==> src/rtl/fta_pkg.sv <==
package fta_pkg;
    localparam int CNT_W  = 32;
    localparam int FRAC_W = 48;
    localparam int ACC_W  = 64;
    localparam int TICK_W = ACC_W - FRAC_W;

    typedef logic [CNT_W-1:0]  cnt_t;
    typedef logic [ACC_W-1:0]  scale_t;
    typedef logic [TICK_W-1:0] tick_t;
    typedef logic [FRAC_W-1:0] frac_t;

    typedef struct packed {
        tick_t whole;
        frac_t frac;
    } acc_t;

    // one multiply-add step: partial product of a shifted multiplicand and a digit
    function automatic acc_t mac_step(input acc_t acc, input scale_t mcand, input scale_t digit);
        scale_t prod;
        prod = mcand * digit;
        return acc_t'(scale_t'(acc) + prod);
    endfunction
endpackage

==> src/rtl/fta_sampler.sv <==
module fta_sampler
    import fta_pkg::*;
(
    input  logic clk,
    input  logic rst,
    input  logic init_i,
    input  cnt_t init_count_i,
    input  logic sample_i,
    input  cnt_t count_i,
    input  logic busy_i,
    output logic start_o,
    output cnt_t delta_o,
    output logic overrun_o
);
    cnt_t last_q;
    logic ovr_q;

    assign start_o   = sample_i && !busy_i && !init_i;
    assign delta_o   = count_i - last_q;
    assign overrun_o = ovr_q;

    always_ff @(posedge clk) begin
        if (rst) begin
            last_q <= '0;
            ovr_q  <= 1'b0;
        end else if (init_i) begin
            last_q <= init_count_i;
        end else begin
            if (start_o)
                last_q <= count_i;
            if (sample_i && busy_i)
                ovr_q <= 1'b1;
        end
    end
endmodule

==> src/rtl/fta_mac.sv <==
module fta_mac
    import fta_pkg::*;
#(
    parameter int CHUNK_W = 8
) (
    input  logic   clk,
    input  logic   rst,
    input  logic   init_i,
    input  logic   start_i,
    input  cnt_t   delta_i,
    input  scale_t scale_i,
    output logic   busy_o,
    output logic   fin_o,
    output acc_t   res_o
);
    localparam int STEPS  = CNT_W / CHUNK_W;
    localparam int STEP_W = (STEPS > 1) ? $clog2(STEPS) : 1;
    localparam logic [STEP_W-1:0] LAST_STEP = STEP_W'(STEPS - 1);

    acc_t              acc_q;
    frac_t             frac_q;
    scale_t            mcand_q;
    cnt_t              mplier_q;
    logic [STEP_W-1:0] step_q;
    logic              busy_q;
    acc_t              acc_next;

    assign acc_next = mac_step(acc_q, mcand_q, scale_t'(mplier_q[CHUNK_W-1:0]));
    assign fin_o    = busy_q && (step_q == LAST_STEP) && !init_i;
    assign busy_o   = busy_q;
    assign res_o    = acc_next;

    always_ff @(posedge clk) begin
        if (rst) begin
            acc_q    <= '0;
            frac_q   <= '0;
            mcand_q  <= '0;
            mplier_q <= '0;
            step_q   <= '0;
            busy_q   <= 1'b0;
        end else if (init_i) begin
            frac_q <= '0;
            busy_q <= 1'b0;
            step_q <= '0;
        end else if (start_i) begin
            acc_q    <= acc_t'({{TICK_W{1'b0}}, frac_q});
            mcand_q  <= scale_i;
            mplier_q <= delta_i;
            step_q   <= '0;
            busy_q   <= 1'b1;
        end else if (busy_q) begin
            acc_q    <= acc_next;
            mcand_q  <= mcand_q << CHUNK_W;
            mplier_q <= mplier_q >> CHUNK_W;
            step_q   <= step_q + 1'b1;
            if (step_q == LAST_STEP) begin
                busy_q <= 1'b0;
                frac_q <= acc_next.frac;
            end
        end
    end
endmodule

==> src/rtl/fta_total.sv <==
module fta_total
    import fta_pkg::*;
#(
    parameter int TOT_W = 32
) (
    input  logic             clk,
    input  logic             rst,
    input  logic             fin_i,
    input  tick_t            ticks_i,
    output tick_t            ticks_o,
    output logic             valid_o,
    output logic [TOT_W-1:0] total_o
);
    always_ff @(posedge clk) begin
        if (rst) begin
            ticks_o <= '0;
            valid_o <= 1'b0;
            total_o <= '0;
        end else begin
            valid_o <= fin_i;
            if (fin_i) begin
                ticks_o <= ticks_i;
                total_o <= total_o + TOT_W'(ticks_i);
            end
        end
    end
endmodule

==> src/rtl/fta_accum.sv <==
module fta_accum
    import fta_pkg::*;
#(
    parameter int CHUNK_W = 8,
    parameter int TOT_W   = 32
) (
    input  logic                  clk,
    input  logic                  rst,
    input  logic                  init_i,
    input  logic [CNT_W-1:0]      init_count_i,
    input  logic [ACC_W-1:0]      scale_i,
    input  logic                  sample_i,
    input  logic [CNT_W-1:0]      count_i,
    output logic [TICK_W-1:0]     ticks_o,
    output logic                  valid_o,
    output logic [TOT_W-1:0]      total_o,
    output logic                  busy_o,
    output logic                  overrun_o
);
    logic start;
    cnt_t delta;
    logic fin;
    acc_t res;

    fta_sampler u_sampler (
        .clk          (clk),
        .rst          (rst),
        .init_i       (init_i),
        .init_count_i (init_count_i),
        .sample_i     (sample_i),
        .count_i      (count_i),
        .busy_i       (busy_o),
        .start_o      (start),
        .delta_o      (delta),
        .overrun_o    (overrun_o)
    );

    fta_mac #(.CHUNK_W(CHUNK_W)) u_mac (
        .clk     (clk),
        .rst     (rst),
        .init_i  (init_i),
        .start_i (start),
        .delta_i (delta),
        .scale_i (scale_i),
        .busy_o  (busy_o),
        .fin_o   (fin),
        .res_o   (res)
    );

    fta_total #(.TOT_W(TOT_W)) u_total (
        .clk     (clk),
        .rst     (rst),
        .fin_i   (fin),
        .ticks_i (res.whole),
        .ticks_o (ticks_o),
        .valid_o (valid_o),
        .total_o (total_o)
    );
endmodule

==> config.mk <==
export PLATFORM = sky130hd
export DESIGN_NAME = fta_accum
export DESIGN_NICKNAME = d
export VERILOG_FILES = /design/src/rtl/fta_pkg.sv /design/src/rtl/fta_sampler.sv /design/src/rtl/fta_mac.sv /design/src/rtl/fta_total.sv /design/src/rtl/fta_accum.sv
export SDC_FILE = /design/constraint.sdc
export NUM_CORES = 2
export LEC_CHECK = 0
export BUFFER_PORTS_ARGS = -buffer_cell sky130_fd_sc_hd__buf_4
export CAP_MARGIN = 15
export CORE_AREA = 2 2 391 316
export CTS_CLUSTER_SIZE = 8
export DETAILED_ROUTE_END_ITERATION = 6
export DIE_AREA = 0 0 393 318
export SLEW_MARGIN = 15
export SYNTH_ARGS = -nofsm -noshare
export SYNTH_HDL_FRONTEND = slang
export SYNTH_SLANG_ARGS = --single-unit
==> constraint.sdc <==
create_clock -name clk -period 7.1 [get_ports clk]
set_input_delay 2.13 -clock clk [delete_from_list [all_inputs] [get_ports clk]]
set_output_delay 2.13 -clock clk [all_outputs]
set_load 0.02 [all_outputs]
==> impl_metrics.csv <==
group,metric,value,unit
status,status,"finished, violations left",
status,violations,"setup timing",
worst_setup_path,cp_slowest_cell,"fa_1",
clocking,cts_root_buffer,"clkbuf_16",
drt,vias_per_cell,4.646,
synth,synth_top_area_share,27.41,%
floorplanning,die_h,318,um
worst_setup_path,critical_path_class,"reg -> reg",
global_route,grt_max_degree,122,
clocking,htreeDepth,2,
worst_setup_path,cp.required,7.56,ns
timing,finalWorstSetupSlack,-0.4332,ns
synth,synth_cells,3684,
cells_and_area,syn_to_final_growth,29.60,%
timing,max_freq,132.7,MHz
drt,num_vias,26850,
drt,routed_wl,105100,um
clocking,clk_pin_slew,0.06,ns
flow_run,cap_violations,0,
drt,dr.pass1.iters,6,
clocking,cts_tree,"built",
global_route,grt_pass1_vias,27030,
timing,grt_setup_unrepaired,"true",
placed_design,numPlacedInstances,5635,
pwr,combPwrFrac,25.8,%
timing,worst_slew_pin_slew,1.122,ns
timing,whs,0.4537,ns
synth,avgSynthCellArea,8.167,um^2
floorplanning,initial_core_util,24.75,%
pwr,p_per_area,133.5,nW/um^2
synth,syn_nets,4350,
drt,drc_errors,0,
timing,fin_skew,0.03186,ns
floorplanning,io_pins,183,
timing,period_minus_slack,7.533,ns
placed_design,hpwl,76600,um
cells_and_area,stdcell_count,5778,
timing,finalMaxSlewViolations,0,
synth,synth-seq-area-share,19.50,%
worst_setup_path,critPathMostFrequentCell,"fa_1",
clocking,clock_path_buffers,3,
clocking,clkLatencyLatePin,0.61,ns
global_route,antenna_found_initial,8,
floorplanning,fp.dieArea,125000,um^2
global_route,grt_pass1_wl,161100,um
placed_design,port_buffers,182,
clocking,tritoncts.num_buffers,45,
synth,synthTopCellsByArea,"fa_1 (27%), dfxtp_1 (19%), and2_1 (6.6%)",
drt,final_antenna_net_count,0,
timing,finalHoldViolations,0,
cells_and_area,n_antenna_cell,0,
hold_path,min_path_type,"reg -> reg",
drt,first_iter_violations,2132,
timing,post-route-period-util,106.1,%
global_route,grt_usage,16.50,%
pwr,ir_drop,156.8,uV
synth,yosysTopAreaCell,"fa_1",
worst_setup_path,regToRegSetupSlack,-0.43,ns
synth,synthFlopType,"dfxtp_1",
floorplanning,core_area,121600,um^2
pwr,p_int,3498,uW
synth,ys_ff_latch,293,
synth,async_reset_ff_share,0,%
pwr,p_leak,0.01759,uW
placed_design,place.gp.congestion,0.8740,
global_route,overflow,0,
pwr,p_switching,1709,uW
clocking,postCtsHoldBufs,0,
worst_setup_path,cp-end-kind,"flop",
timing,finalSetupViolCount,18,
timing,max_slew_margin,24.94,%
worst_setup_path,startpoint_type,"flop",
synth,syn_area,30090,um^2
pwr,seq_power_share,34.2,%
worst_setup_path,cp_max_fo,7,
floorplanning,die_x,393,um
drt,wl_per_cell,18.19,um
clocking,cts_sinks,293,
pwr,switching_share,32.82,%
synth,yosysUniqueCellTypes,74,
synth,synth-warning-count,0,
synth,synth_edf_count,0,
worst_setup_path,cpPeakStageDelay,0.58,ns
cells_and_area,finalNetCount,4790,
cells_and_area,drive_gt1_share,21.43,%
pwr,pwr-share-clk,39.9,%
floorplanning,rows,115,
worst_setup_path,cp.arrival,8.00,ns
==> power groups by stage <==
stage                     clock (uW)  combinational, uW  sequential, uW
final                           2080               1340            1780
after global routing            2200               1480            1790
after CTS                       2140               1280            1780
after detailed placement           0               1210            1810
after global placement             0               1200            1810
after floorplan                    0                726            1760
==> registers in the layout, summed over array words and instances, names as in the netlist <==
signal and cells:
u_mac.acc_q 64, u_total.ticks_o 16, u_mac.mplier_q 32, u_total.total_o 32
u_mac.busy_o 1, u_sampler.overrun_o 1, u_total.valid_o 1, u_mac.mcand_q 64
u_mac.frac_q 48, u_sampler.last_q 32, u_mac.step_q 2
==> cells in the final DEF (no fill, tap or decap), types with 10 or more instances in the layout <==
master	count
xor2_1	32
a21o_1	41
nand2b_1	11
xnor2_1	79
dfxtp_1	273
nor3_1	24
nand2_2	10
o21bai_1	14
nand2_1	433
nor2b_1	17
clkbuf_16	53
nand4_1	22
ha_4	26
dfxtp_2	13
ha_1	90
buf_4	581
a21oi_2	13
fa_1	404
and3_1	10
and2_1	308
o211ai_1	14
a2111oi_0	26
o21ai_0	72
inv_1	511
buf_12	30
a211oi_1	11
a21oi_1	299
a22o_1	13
nand3_1	38
o21a_1	15
inv_2	11
a22oi_1	91
buf_6	16
nor2_1	295
==> final timing paths <==
path | to | startpoint | cells after the start
worst min register to register | u_mac.frac_q[3]$_SDFFE_PP0P_ | u_mac.frac_q[3]$_SDFFE_PP0P_ | 2
worst max register to register | u_total.total_o[31]$_SDFFE_PP0P_ | u_mac.mplier_q[2]$_SDFFE_PP0P_ | 30
worst max-delay path | u_total.total_o[31]$_SDFFE_PP0P_ | u_mac.mplier_q[2]$_SDFFE_PP0P_ | 30
worst min-delay path | u_mac.frac_q[3]$_SDFFE_PP0P_ | u_mac.frac_q[3]$_SDFFE_PP0P_ | 2
==> synth_stat cells (21+ instances only) <==
library cell	count
inv_1	522
nand2_1	444
fa_1	412
a21oi_1	319
and2_1	318
nor2_1	302
dfxtp_1	293
clkbuf_1	198
ha_1	122
a22oi_1	91
xnor2_1	88
o21ai_0	85
a21o_1	41
nand3_1	40
xor2_1	34
buf_1	33
nor3_1	29
a2111oi_0	28
nand4_1	22
nor2b_1	21
==> timing repair <==
action,4_1_cts,5_1_grt
setup endpoints to repair,22,25
buffers inserted,32,41
pin swaps,41,97
resized for setup,128,102
gates cloned,4,8
==> routing by layer <==
metal	wire, um	up-vias	GRT usage, %
li1	-	12610	-
met1	49500	13190	24.38
met2	44510	917	24.24
met3	8967	119	3.945
met4	1932	16	3.295
met5	177	-	0
==> metrics by stage <==
step | TNS (ns) | cell area [um^2] | util [%] | setup slack, ns | power (uW)
floorplan | 0 | 30310 | - | 0.005774 | 2483
global placement | -10.64 | 35800 | 29.45 | -0.6181 | 3009
detailed placement | -11.21 | 35800 | 29.45 | -0.6490 | 3018
CTS | -5.770 | 38080 | 31.32 | -0.3839 | 5201
global route | -11.13 | 38990 | 32.07 | -0.6641 | 5465
finish | -5.940 | 38990 | 32.07 | -0.4332 | 5206
==> layout make-up <==
cell class	instances	area, um^2
Clock buffer	56	1199
Clock inverter	7	86.33
Fill cell	12630	82590
Inverter	522	1959
Multi-Input combinational cell	2625	22420
Sequential cell	293	5908
Tap cell	1638	2049
Timing Repair Buffer	637	5375
==> cell families after synthesis <==
family | Yosys count | synth area share, %
AND/OR/NAND/NOR | 1236 | 19.38
buffers and inverters | 767 | 9.636
AO/OA/AOI/OAI | 726 | 15.23
adder cells (fa/ha/maj) | 534 | 32.49
flip-flops | 293 | 19.50
XOR/XNOR | 123 | 3.606
multiplexers | 5 | 0.1664
==> critical path, delay by kind of cell (launching register included) <==
kind | cells | cell delay (ns)
xor gates and xnor gates | 2 | 0.41
buffers and inverters | 5 | 0.67
adders and majority gates | 6 | 2.60
DFF | 1 | 0.37
AOI/OAI and AO/OA | 13 | 2.84
and+or+nand+nor | 4 | 0.50
(Power assumes the default switching activity.)
